--- config.mk ---
export PLATFORM = sky130hd
export DESIGN_NAME = gpio_evt_irq
export DESIGN_NICKNAME = d
export VERILOG_FILES = /design/src/rtl/gpio_evt_pkg.sv /design/src/rtl/gpio_evt_detect.sv /design/src/rtl/gpio_evt_regs.sv /design/src/rtl/gpio_evt_irq.sv
export SDC_FILE = /design/constraint.sdc
export NUM_CORES = 1
export LEC_CHECK = 0
export ABC_AREA = 1
export CAP_MARGIN = 20
export CORE_MARGIN = 3
export CORE_UTILIZATION = 50
export DETAILED_ROUTE_END_ITERATION = 16
export PLACE_DENSITY = 0.88
export SLEW_MARGIN = 15
export SYNTH_ARGS = -nofsm -noshare
export SYNTH_HDL_FRONTEND = slang
export SYNTH_SLANG_ARGS = --single-unit
--- constraint.sdc ---
create_clock -name clk_i -period 2.02 [get_ports clk_i]
set_clock_uncertainty 0.05 [all_clocks]
set_input_delay 0.303 -clock clk_i [delete_from_list [all_inputs] [get_ports clk_i]]
set_output_delay 0.303 -clock clk_i [all_outputs]
set_load 0.005 [all_outputs]
--- src/rtl/gpio_evt_pkg.sv ---
package gpio_evt_pkg;
  localparam int EVT_SEL_W = 3;

  typedef enum logic [EVT_SEL_W-1:0] {
    EV_FALL = 3'd0,
    EV_RISE = 3'd1,
    EV_BOTH = 3'd2,
    EV_LOW  = 3'd3,
    EV_HIGH = 3'd4
  } evt_code_e;

  localparam logic [7:0] OFS_IEN   = 8'h20;
  localparam logic [7:0] OFS_IDIS  = 8'h24;
  localparam logic [7:0] OFS_IMASK = 8'h28;
  localparam logic [7:0] OFS_ISTAT = 8'h2C;
endpackage

--- src/rtl/gpio_evt_detect.sv ---
module gpio_evt_detect
  import gpio_evt_pkg::*;
#(
  parameter int NLINES = 32
) (
  input  logic                        clk_i,
  input  logic                        rst_i,
  input  logic [NLINES-1:0]           pad_lvl_i,
  input  logic [NLINES*EVT_SEL_W-1:0] evt_sel_i,
  output logic [NLINES-1:0]           hit_o
);
  logic [NLINES-1:0] prev_q;

  always_ff @(posedge clk_i) begin
    if (rst_i) prev_q <= '0;
    else       prev_q <= pad_lvl_i;
  end

  for (genvar i = 0; i < NLINES; i++) begin : g_line
    logic      h;
    evt_code_e code;
    assign code = evt_code_e'(evt_sel_i[i*EVT_SEL_W +: EVT_SEL_W]);
    always_comb begin
      case (code)
        EV_FALL: h = prev_q[i] & ~pad_lvl_i[i];
        EV_RISE: h = ~prev_q[i] & pad_lvl_i[i];
        EV_BOTH: h = prev_q[i] ^ pad_lvl_i[i];
        EV_LOW:  h = ~pad_lvl_i[i];
        EV_HIGH: h = pad_lvl_i[i];
        default: h = 1'b0;
      endcase
    end
    assign hit_o[i] = h;
  end
endmodule

--- src/rtl/gpio_evt_regs.sv ---
module gpio_evt_regs
  import gpio_evt_pkg::*;
#(
  parameter int NLINES = 32,
  parameter int ADDR_W = 8
) (
  input  logic              clk_i,
  input  logic              rst_i,
  input  logic              wr_i,
  input  logic              rd_i,
  input  logic [ADDR_W-1:0] addr_i,
  input  logic [NLINES-1:0] wdata_i,
  input  logic [NLINES-1:0] hit_i,
  output logic [NLINES-1:0] stat_o,
  output logic [NLINES-1:0] mask_o,
  output logic [NLINES-1:0] rdata_o,
  output logic              irq_o
);
  localparam logic [ADDR_W-1:0] A_EN   = ADDR_W'(OFS_IEN);
  localparam logic [ADDR_W-1:0] A_DIS  = ADDR_W'(OFS_IDIS);
  localparam logic [ADDR_W-1:0] A_MASK = ADDR_W'(OFS_IMASK);
  localparam logic [ADDR_W-1:0] A_STAT = ADDR_W'(OFS_ISTAT);

  logic [NLINES-1:0] mask_q, mask_d, stat_q, stat_d, rdata_q;
  logic              irq_q;
  logic              rd_stat;

  assign rd_stat = rd_i && (addr_i == A_STAT);

  always_comb begin
    mask_d = mask_q;
    if (wr_i && addr_i == A_EN)  mask_d = mask_q | wdata_i;
    if (wr_i && addr_i == A_DIS) mask_d = mask_q & ~wdata_i;
    stat_d = (rd_stat ? '0 : stat_q) | hit_i;
  end

  always_ff @(posedge clk_i) begin
    if (rst_i) begin
      mask_q  <= '0;
      stat_q  <= '0;
      rdata_q <= '0;
      irq_q   <= 1'b0;
    end else begin
      mask_q <= mask_d;
      stat_q <= stat_d;
      irq_q  <= |(stat_d & mask_d);
      if (rd_i && addr_i == A_MASK) rdata_q <= mask_q;
      else if (rd_stat)             rdata_q <= stat_q;
      else                          rdata_q <= '0;
    end
  end

  assign stat_o  = stat_q;
  assign mask_o  = mask_q;
  assign rdata_o = rdata_q;
  assign irq_o   = irq_q;
endmodule

--- src/rtl/gpio_evt_irq.sv ---
module gpio_evt_irq
  import gpio_evt_pkg::*;
#(
  parameter int NLINES = 32,
  parameter int ADDR_W = 8
) (
  input  logic                        clk_i,
  input  logic                        rst_i,
  input  logic [NLINES-1:0]           pad_lvl_i,
  input  logic [NLINES*EVT_SEL_W-1:0] evt_sel_i,
  input  logic                        bus_wr_i,
  input  logic                        bus_rd_i,
  input  logic [ADDR_W-1:0]           bus_addr_i,
  input  logic [NLINES-1:0]           bus_wdata_i,
  output logic [NLINES-1:0]           bus_rdata_o,
  output logic                        irq_o
);
  logic [NLINES-1:0] hit;
  logic [NLINES-1:0] stat_q;
  logic [NLINES-1:0] mask_q;

  gpio_evt_detect #(.NLINES(NLINES)) u_detect (
    .clk_i     (clk_i),
    .rst_i     (rst_i),
    .pad_lvl_i (pad_lvl_i),
    .evt_sel_i (evt_sel_i),
    .hit_o     (hit)
  );

  gpio_evt_regs #(.NLINES(NLINES), .ADDR_W(ADDR_W)) u_regs (
    .clk_i   (clk_i),
    .rst_i   (rst_i),
    .wr_i    (bus_wr_i),
    .rd_i    (bus_rd_i),
    .addr_i  (bus_addr_i),
    .wdata_i (bus_wdata_i),
    .hit_i   (hit),
    .stat_o  (stat_q),
    .mask_o  (mask_q),
    .rdata_o (bus_rdata_o),
    .irq_o   (irq_o)
  );
endmodule

# == Word-level counts from Yosys, hierarchy flattened ==
# Index checks and enable logic that the tools add are counted.
# classes
mux,37
reduce_logical,37
n_eq_ne,132
bitwise_logic,165
# ops
operator,n
"3-bit by 2-bit == test with 1-bit output, second input constant",64
32-bit 2-to-1 mux,5
1-bit case mux with 5 select lines,32
"3-bit by 1-bit == test with 1-bit output, second input constant",32
"3-bit == test, second input constant",32
3-bit zero test,32
1-bit bitwise AND,64
32-bit bitwise AND,2
1-bit NOT,64
32-bit bitwise OR,2
"8-bit by 6-bit == test with 1-bit output, second input constant",4
32-bit NOT,1
32-bit OR reduction,1
1-bit bitwise XOR,32
1-bit logical AND,4
# word_totals
reg_bits,129
wordCells,376
output_inout_bits,33
inputBits,172

# == Longest topological paths before layout ==
# Gate-level depths: netlist (run 1).
# depth
ltp_word,6
ltp_mapped,14
mapped_depth_nobuf,14

# == Cells and area by module ==
# A second synthesis (run 1) with hierarchy kept.
# hier_totals
hier_cells,1334
hier_area_um2,8378.0
# modules_own_cells
mod,cells_per_inst,area_per_inst_um2,seq_area_each_um2,instances
gpio_evt_regs,627,4274.1,1941.9,1
gpio_evt_detect,707,4103.9,640.6,1

# == Least setup slack after synthesis (run 1) ==
# OpenSTA, ideal clock, no wires.
# synth_timing
path_kind,input port to flip-flop
start,input port bus_addr_i[7]
end,register u_regs.irq_q (netlist: u_regs.irq_o)
arrival_time_ns,1.422
setup_time_ns,0.132
required_time_ns,1.838
setup_slack_ns,0.415
stages,11
n_path_buf,1
cell_sequence,nor2_2 nand3_4 nor3_4 buf_6 nand3_1 nand3_1 nand2_1 nor2_1 nand2_1 nor2_1 a21oi_1
# synth_via
elab_chain_cells,6
word_cells_on_any_way,12
classes_between,eq/ne: 3; mux: 3; bitwise: 2; reduce/logical: 4
# synth_lines
item,line,text
start: declaration,gpio_evt_irq.sv:13,"input logic [ADDR_W-1:0] bus_addr_i,"
8-bit by 6-bit == test with 1-bit output (on tied branches),"gpio_evt_regs.sv:28, gpio_evt_regs.sv:32",
1-bit logical AND (on tied branches),"gpio_evt_regs.sv:28, gpio_evt_regs.sv:32",
32-bit 2-to-1 mux (on tied branches),"gpio_evt_regs.sv:34, gpio_evt_regs.sv:32",
32-bit bitwise OR or 32-bit 2-to-1 mux (tied branches),"gpio_evt_regs.sv:34, gpio_evt_regs.sv:33",
32-bit bitwise AND *,gpio_evt_regs.sv:46,irq_q <= |(stat_d & mask_d);
32-bit OR reduction *,gpio_evt_regs.sv:46,
end signal: assignment,gpio_evt_regs.sv:46,
end: declaration,gpio_evt_regs.sv:25,logic irq_q;
# Mark *: on every way between the ends. The rest lies on a longest branch, timed or not.
# A chain may end at the register's enable or synchronous reset.

# == Worst setup path in the final report (run 1) ==
# layout_timing
start,input port bus_addr_i[4]
end,register u_regs.irq_q (netlist: u_regs.irq_o)
# The elaborated chain is that of the path after synthesis.

==> flow_summary.toml, run 1 <==
[outcome]
status = "completed"

[synthesis]
yosysMostFrequentCell = "nand2_1"
seq_area_frac_synth_pct = 32.6
synth_area_um2 = 7910
ys.flop_type = "dfxtp_1"
yosysTopAreaCellShare_pct = 32.6
avgSynthCellArea_um2 = 6.37
synth_common_cells = "347 x nand2_1, 244 x inv_1, 204 x nand3_1, 130 x nor2_1, 129 x dfxtp_1"
synthArstFlopShare_pct = 0
yosys_warnings = 0
synthDistinctLibCells = 23
yosysTopAreaCell = "dfxtp_1"
synth_nets = 1479
ys_seq_elements = 129
syn_inst = 1243
synth_area_leaders = "dfxtp_1 33%, nand2_1 16%, nand3_1 13%"
synth_edf_count = 0

[route]
drc = 0
initialDrtViolationCount = 680
via_per_inst = 4.97
via_count = 8855
totalWireLength_um = 24100
dr.pass1.iters = 5
postRouteAntennaNets = 0
routedWlPerCell_um = 13.5

[die]
io_pins = 205
fp.dieW_um = 132
core_region_area_um2 = 15400
start_util_pct = 51.5
placementRows = 45
dieArea_um2 = 17400
die_y_um = 132

[power_and_ir_drop]
p_sw_share_pct = 24.6
p_seq_share_pct = 38.3
powerDensity_nw_per_um2 = 599
combinationalPowerShare_pct = 17.9
clkPwrFrac_pct = 43.8
p_switching_uw = 1730
leakage_uw = 0.00614
peakVddDrop_v = 0.000503
total_power_uw = 7030
p_int_uw = 5300

[grt]
grt-ovfl-total = 0
grt_max_degree = 98
grt_usage_pct = 26.8
first_global_vias = 8930
antenna_found_initial = 1
grt_pass1_wl_um = 39000

[run]
maxCapViolCount = 0

[final_layout]
fill_cells = 1123
drive_gt1_share_pct = 13.0
utilization_pct = 76.4
area_delta_synth_final_pct = 48.5
layout.nets = 1796

[worst_hold_path]
hold_class = "primary input to flop"

[critical_path]
cp_max_fo = 5
cp-start-kind = "primary input"
worst_setup_path_end_kind = "flop"
critical_path_required_ps = 2260
arrival_ps = 2200
critPathKind = "primary input to flop"

[cts]
clk_latency_ps = 420
cts_hold_buf = 0
clkSinkCount = 129
clk_path_buf_depth = 2
cts_buffers = 17
clock-root-buffer = "clkbuf_16"
cts_max_level = 4
cts_tree = "done"
clkTransAtPathRegs_ps = 60

[timing]
fmax_mhz = 511
relSlewSlack_pct = 61.5
min_period_ps = 1960
hold_ws_ps = 271
drv_slew = 0
hold_violations = 0
min_period_over_period_pct = 96.9
setup_viol = 0
tightest_slew_ps = 577

[placed_design]
portBuffers = 204
hpwl_um = 17400
gp_congestion = 0.851
==> power by group through the flow <==
stage,Sequential (uW),Combinational [uW],Clock (uW)
after floorplan,2730,526,0
after global placement,2740,1170,0
after detailed placement,2740,1230,0
after CTS,2690,1240,3080
after global routing,2700,1400,3210
final,2700,1260,3080
==> cell type report <==
| cell class | instances | area [um2] | area share (%) |
|---|---|---|---|
| Antenna cell | 1 | 2.50 | 0.0213 |
| Clock buffer | 26 | 519 | 4.42 |
| Clock inverter | 4 | 72.6 | 0.618 |
| Inverter | 245 | 920 | 7.83 |
| Multi-Input combinational cell | 834 | 4270 | 36.3 |
| Sequential cell | 129 | 2580 | 22.0 |
| Tap cell | 211 | 264 | 2.25 |
| Timing Repair Buffer | 333 | 3120 | 26.5 |
==> critical path: stages <==
cell and delay [ps]:
clkdlybuf4s50_1 390, inv_1 80, buf_4 120, nand3_4 90
nor3_4 240, buf_6 140, buf_6 120, buf_12 100
nand3_1 90, nand3_1 120, nand2_1 60, nor2_1 130
nand2_2 70, nor2_1 90, a21oi_1 60
==> sequential cells by signal, indices dropped and copies added (netlist names) <==
signal,flops
u_detect.prev_q,32
u_regs.rdata_o,32
u_regs.stat_o,32
u_regs.mask_o,32
u_regs.irq_o,1
==> stage by stage <==
stage	setup slack [ps]	std cells	setup TNS [ps]	instance area (um2)
after floorplan	415	1243	0	7910
after global placement	-367	1743	-2010	11000
after detailed placement	-363	1743	-2690	11000
after CTS	40.7	1773	0	11600
after global routing	-45.3	1783	-45.3	11700
final	62.6	1783	0	11700
==> cell families (layout without fill, tap and decap cells) <==
| kind of cell | count (synthesis) | in the layout | share of synthesized area [%] |
|---|---|---|---|
| other | 0 | 1 | 0 |
| buffers and inverters | 280 | 608 | 13.9 |
| AO/OA/AOI/OAI | 49 | 49 | 4.08 |
| flip-flops | 129 | 129 | 32.6 |
| AND/OR/NAND/NOR | 721 | 721 | 39.2 |
| adder cells (fa/ha/maj) | 64 | 64 | 10.1 |
==> timing repair <==
| item | 4_1_cts | 5_1_grt |
|---|---|---|
| buffers inserted | 0 | 7 |
| gates resized for setup | 0 | 23 |
| setup endpoints to repair | 0 | 1 |
==> path summary, 6_finish.rpt <==
kind / from / endpoint / slack, ps / cells past startpoint
worst min register to register: u_regs.mask_o[6]$_SDFF_PP0_ / u_regs.rdata_o[6]$_SDFF_PP0_ / 410 / 2
worst max-delay path: bus_addr_i[4] / u_regs.irq_o$_SDFF_PP0_ / 60 / 15
worst min-delay path: pad_lvl_i[10] / u_detect.prev_q[10]$_SDFF_PP0_ / 270 / 4
worst max register to register: u_detect.prev_q[24]$_SDFF_PP0_ / u_regs.irq_o$_SDFF_PP0_ / 180 / 13
==> layout by cell type, fill, tap and decap left out, drive strengths merged <==
| cell type | synthesis | layout |
|---|---|---|
| a21oi | 33 | 33 |
| buf | 21 | 130 |
| bufinv | 0 | 2 |
| clkbuf | 14 | 26 |
| clkdlybuf4s50 | 0 | 198 |
| clkinv | 0 | 1 |
| clkinvlp | 0 | 1 |
| dfxtp | 129 | 129 |
| diode | 0 | 1 |
| dlymetal6s2s | 0 | 5 |
| ha | 64 | 64 |
| inv | 245 | 245 |
| nand2 | 348 | 348 |
| nand3 | 206 | 206 |
| nand4 | 14 | 14 |
| nor2 | 134 | 134 |
| nor3 | 1 | 1 |
| o21bai | 16 | 16 |
| or2 | 18 | 18 |
==> metal layers <==
metal | GRT usage (%) | vias to the layer above | share of wire [%]
met1 | 28.5 | 3986 | 38
li1 | - | 4440 | -
met2 | 49.4 | 356 | 51
met3 | 7.14 | 73 | 7.5
met5 | 0 | - | 0
met4 | 12.5 | 0 | 3.3
Note: power is estimated with default switching activity, not from simulation.
==> inputs of run 2 (changes only) <==
MAX_ROUTING_LAYER = met4   (was unset)
RECOVER_POWER = 100   (was unset)
==> run 2 against run 1 <==
- register-to-register slack about the same
- total power down 0.20%
- worst setup slack got worse by 13 ps
- non-clock buffer count is the same
- first-iteration DRC count is 2.6% lower
- worst hold slack better by 4.7 ps
- maximum frequency is 0.65% lower
- critical endpoint unchanged
- largest cell class unchanged
- highest routed layer unchanged
==> flow_summary.toml, run 2 (synthesized netlist as in run 1, its figures left out) <==
[outcome]
status = "completed"

[power_and_ir_drop]
p_sw_share_pct = 24.5
p_int_uw = 5300
combinationalPowerShare_pct = 17.9
peakVddDrop_v = 0.000501
leakage_uw = 0.00615
p_seq_share_pct = 38.4
powerDensity_nw_per_um2 = 598
clkPwrFrac_pct = 43.7
p_switching_uw = 1720

[cts]
cts_hold_buf = 0
clk_path_buf_depth = 2
cts_max_level = 4
clkTransAtPathRegs_ps = 60
clkSinkCount = 129
clock-root-buffer = "clkbuf_16"
cts_tree = "done"
clk_latency_ps = 410
cts_buffers = 17

[critical_path]
critPathKind = "primary input to flop"
r2r-start = "u_detect.prev_q[24]$_SDFF_PP0_"
cp_max_fo = 5
slowest_stage = "clkdlybuf4s50_1"
arrival_ps = 2200
reg2reg_to = "u_regs.irq_o$_SDFF_PP0_"
cp-start-kind = "primary input"
r2r_cells = 13
cp_slowest_stage_delay_ps = 390
worstPathCellList = "clkdlybuf4s50_1 -> inv_1 -> buf_4 -> nand3_4 -> nor3_4 -> buf_6 -> buf_6 -> buf_12 -> nand3_1 -> nand3_1 -> nand2_1 -> nor2_1 -> nand2_2 -> nor2_1 -> a21oi_1"
worst_setup_path_end_kind = "flop"
critical_path_required_ps = 2250
rrSetupSlack_ps = 180

[grt]
grt_pass1_wl_um = 39000
first_global_vias = 8944
grt_max_degree = 98
grt_usage_pct = 27.7
antenna_found_initial = 1
grt-ovfl-total = 0

[final_layout]
layout.nets = 1796
utilization_pct = 76.4
layout_commonest_cell = "nand2_1"
drive_gt1_share_pct = 13.0
area_delta_synth_final_pct = 48.5
final_cell_mix = "345 x nand2_1, 244 x inv_1, 201 x nand3_1"

[timing]
relSlewSlack_pct = 60.8
fmax_mhz = 508
setup_viol = 0
drv_slew = 0
hold_ws_ps = 276
hold_violations = 0
min_period_ps = 1970
setup_tns_ps = 0
tightest_slew_ps = 587
min_period_over_period_pct = 97.5

[placed_design]
hpwl_um = 17400
gp_congestion = 0.865
portBuffers = 204

[route]
postRouteAntennaNets = 0
initialDrtViolationCount = 662
via_count = 8920
drc = 0
via_per_inst = 5.00
routedWlPerCell_um = 13.6
totalWireLength_um = 24200
dr.pass1.iters = 8

[die]
placementRows = 45
core_region_area_um2 = 15400
fp.dieW_um = 132
dieArea_um2 = 17400
start_util_pct = 51.5
die_y_um = 132
io_pins = 205

[worst_hold_path]
hold_path_startpoint = "pad_lvl_i[10]"
min_delay_path_depth = 4
hold_class = "primary input to flop"
worst_hold_path.endpoint = "u_detect.prev_q[10]$_SDFF_PP0_"

[run]
maxCapViolCount = 0
run 2: cell count changes in the layout (fill, tap and decap cells not counted):
| cell | delta |
|---|---|
| clkdlybuf4s50_1 | -13 |
| dlygate4sd3_1 | +13 |
run 2: how the worst max path moves through the flow:
stage | start | cells after the start | to
floorplan | bus_addr_i[7] | 11 | u_regs.irq_o$_SDFF_PP0_
global placement | bus_addr_i[5] | 14 | u_regs.irq_o$_SDFF_PP0_
detailed placement | bus_addr_i[0] | 14 | u_regs.irq_o$_SDFF_PP0_
CTS | bus_addr_i[5] | 14 | u_regs.irq_o$_SDFF_PP0_
global route | bus_addr_i[4] | 15 | u_regs.irq_o$_SDFF_PP0_
finish | bus_addr_i[4] | 15 | u_regs.irq_o$_SDFF_PP0_
run 2: layout make-up:
cell class / count / area, um2
Tap cell: 211 / 264
Multi-Input combinational cell: 834 / 4270
Inverter: 245 / 920
Clock inverter: 4 / 72.6
Antenna cell: 1 / 2.50
Sequential cell: 129 / 2580
Clock buffer: 26 / 519
Fill cell: 1123 / 3620
Timing Repair Buffer: 333 / 3120
run 2: power by group through the flow:
stage / sequential [uW] / combinational [uW] / clock, uW
floorplan: 2730 / 526 / 0
global placement: 2740 / 1170 / 0
detailed placement: 2740 / 1230 / 0
CTS: 2690 / 1240 / 3080
global route: 2700 / 1400 / 3200
finish: 2700 / 1250 / 3070
run 2: routing by layer:
metal	routed length, um	track usage, %	vias to the layer above
met1	9360	29.0	4034
met5	0	-	-
li1	-	-	4442
met2	12300	49.4	370
met4	828	12.3	0
met3	1730	6.64	74
run 2: timing repair:
action	CTS	global route
endpoints found under the hold margin	0	0
resized for setup	0	23
setup buffers	0	7
setup endpoints to repair	0	1
run 2: metrics by stage:
step                instance area [um2]  setup WS (ps)  instances  power (uW)
floorplan                          7910            415       1243        3260
global placement                  11000           -367       1743        3910
detailed placement                11000           -363       1743        3970
CTS                               11600           40.7       1773        7020
global route                      11700          -48.0       1783        7300
finish                            11700           49.8       1783        7020
run 2: worst max-delay path: cells and delay by family:
| family | cells | cell delay (ps) |
|---|---|---|
| buffers and inverters | 6 | 940 |
| AND/OR/NAND/NOR | 8 | 880 |
| AO/OA/AOI/OAI | 1 | 60 |
==> inputs of run 3 (changes only) <==
GPL_TIMING_DRIVEN = 0   (was unset)
==> run 3 against run 2 <==
- via count is 4.0% lower
- sequential share of layout area is 1.4 points higher
- core utilization is 4.6 points lower
- cell area down 6.0%
- count of clock-buffer cells in the layout fell by 8
- worst setup slack better by 60 ps
- sequential cell count is the same
- total power rose by 0.71%
- global-route usage shrank 0.47 points
- sequential power hardly changed
- clock power up 6.5%
- largest cell class unchanged
==> flow_summary.toml, run 3 (synthesized netlist as in run 1, its figures left out) <==
[die]
placementRows = 45
dieArea_um2 = 17400
io_pins = 205
die_y_um = 132
start_util_pct = 51.5
core_region_area_um2 = 15400
fp.dieW_um = 132

[grt]
first_global_vias = 8242
grt_usage_pct = 27.2
grt_pass1_wl_um = 37800
grt-ovfl-total = 0
grt_max_degree = 17
antenna_found_initial = 0

[final_layout]
fill_cells = 1221
area_delta_synth_final_pct = 39.5
final_cell_area_um2 = 11000
final_cell_mix = "345 x nand2_1, 239 x inv_1, 199 x nand3_1"
drive_gt1_share_pct = 7.53
layout.nets = 1710
fin_cells = 1698
layout_commonest_cell = "nand2_1"
utilization_pct = 71.8
n_antenna_cell = 0

[placed_design]
dp_cells = 1657
post-place-ws_ps = -618
portBuffers = 203
hpwl_um = 17200
gp_congestion = 0.869
dpl_cell_area_um2 = 10200

[cts]
cts_max_level = 4
clock-root-buffer = "clkbuf_16"
clk_path_buf_depth = 2
clkSinkCount = 129
cts_hold_buf = 0
cts_buffers = 17
clk_latency_ps = 430
clkTransAtPathRegs_ps = 60
cts_tree = "done"

[timing]
relSlewSlack_pct = 55.5
fmax_mhz = 524
min_period_over_period_pct = 94.6
min_period_ps = 1910
fin_ws_ps = 110
tightest_slew_ps = 667
hold_ws_ps = 155
drv_slew = 0
setup_viol = 0
rsz0062_at_grt = "yes"
hold_violations = 0

[critical_path]
r2r-start = "u_detect.prev_q[4]$_SDFF_PP0_"
critical_path_required_ps = 2250
worst_setup_path_end_kind = "flop"
cp-start-kind = "primary input"
arrival_ps = 2140
critPathKind = "primary input to flop"
crit_path_start = "bus_addr_i[4]"
cp_max_fo = 5

[route]
initialDrtViolationCount = 635
drc = 0
totalWireLength_um = 23600
dr.pass1.iters = 6
via_count = 8564
via_per_inst = 5.04
routedWlPerCell_um = 13.9
postRouteAntennaNets = 0

[run]
maxCapViolCount = 0

[power_and_ir_drop]
leakage_uw = 0.00571
powerDensity_nw_per_um2 = 641
peakVddDrop_v = 0.000575

[worst_hold_path]
hold_class = "primary input to flop"
hold_path_startpoint = "pad_lvl_i[11]"

[outcome]
status = "completed"
## run 3: stage by stage
step / power [uW] / setup TNS (ps)
floorplan: 3260 / 0
global placement: 3780 / -14770
detailed placement: 3820 / -18310
CTS: 7070 / 0
global route: 7350 / -18.5
finish: 7070 / 0
## run 3: cell type report
type	instances	area, um2	area share (%)
clock buffers	18	439	3.98
inverters	245	920	8.33
repair buffers	213	2150	19.5
well taps	211	264	2.39
flip-flops and latches	129	2580	23.4
plain buffers	34	205	1.86
clock inverters	14	188	1.70
multi-input cells	834	4290	38.9
## run 3: where the power goes
group	internal (uW)	switching [uW]	leakage (uW)
clock network	2090	1180	0.000298
logic	542	566	0.00436
registers	2640	48.3	0.00106
## run 3: worst paths after layout
path                               endpoint  slack [ps]  cells past startpoint
max reg2reg         u_regs.irq_o$_SDFF_PP0_         170                     13
max                 u_regs.irq_o$_SDFF_PP0_         110                     14
min          u_detect.prev_q[11]$_SDFF_PP0_         160                      3
min reg2reg   u_regs.rdata_o[30]$_SDFF_PP0_         400                      2
## run 3: critical path, cell delays in order
cell             delay (ps)
clkdlybuf4s50_1         410
inv_2                    80
nand3_4                 100
nor3_4                  310
buf_6                   160
buf_6                   110
buf_4                   110
nand3_1                  80
nand3_1                 100
nand2_1                  60
nor2_1                  100
nand2_1                  60
nor2_1                   80
a21oi_1                  60
## run 3: per-layer routing
metal | track usage, % | share of wire (%)
met1 | 31.1 | 41
met2 | 47.3 | 50
met3 | 5.65 | 7.1
met4 | 9.45 | 2.6
met5 | - | 0
## run 3: what timing repair did
| action | 4_1_cts | 5_1_grt |
|---|---|---|
| buffers inserted | 0 | 10 |
| pin swaps | 0 | 15 |
| setup endpoints to repair | 20 | 10 |
| resized for setup | 12 | 34 |
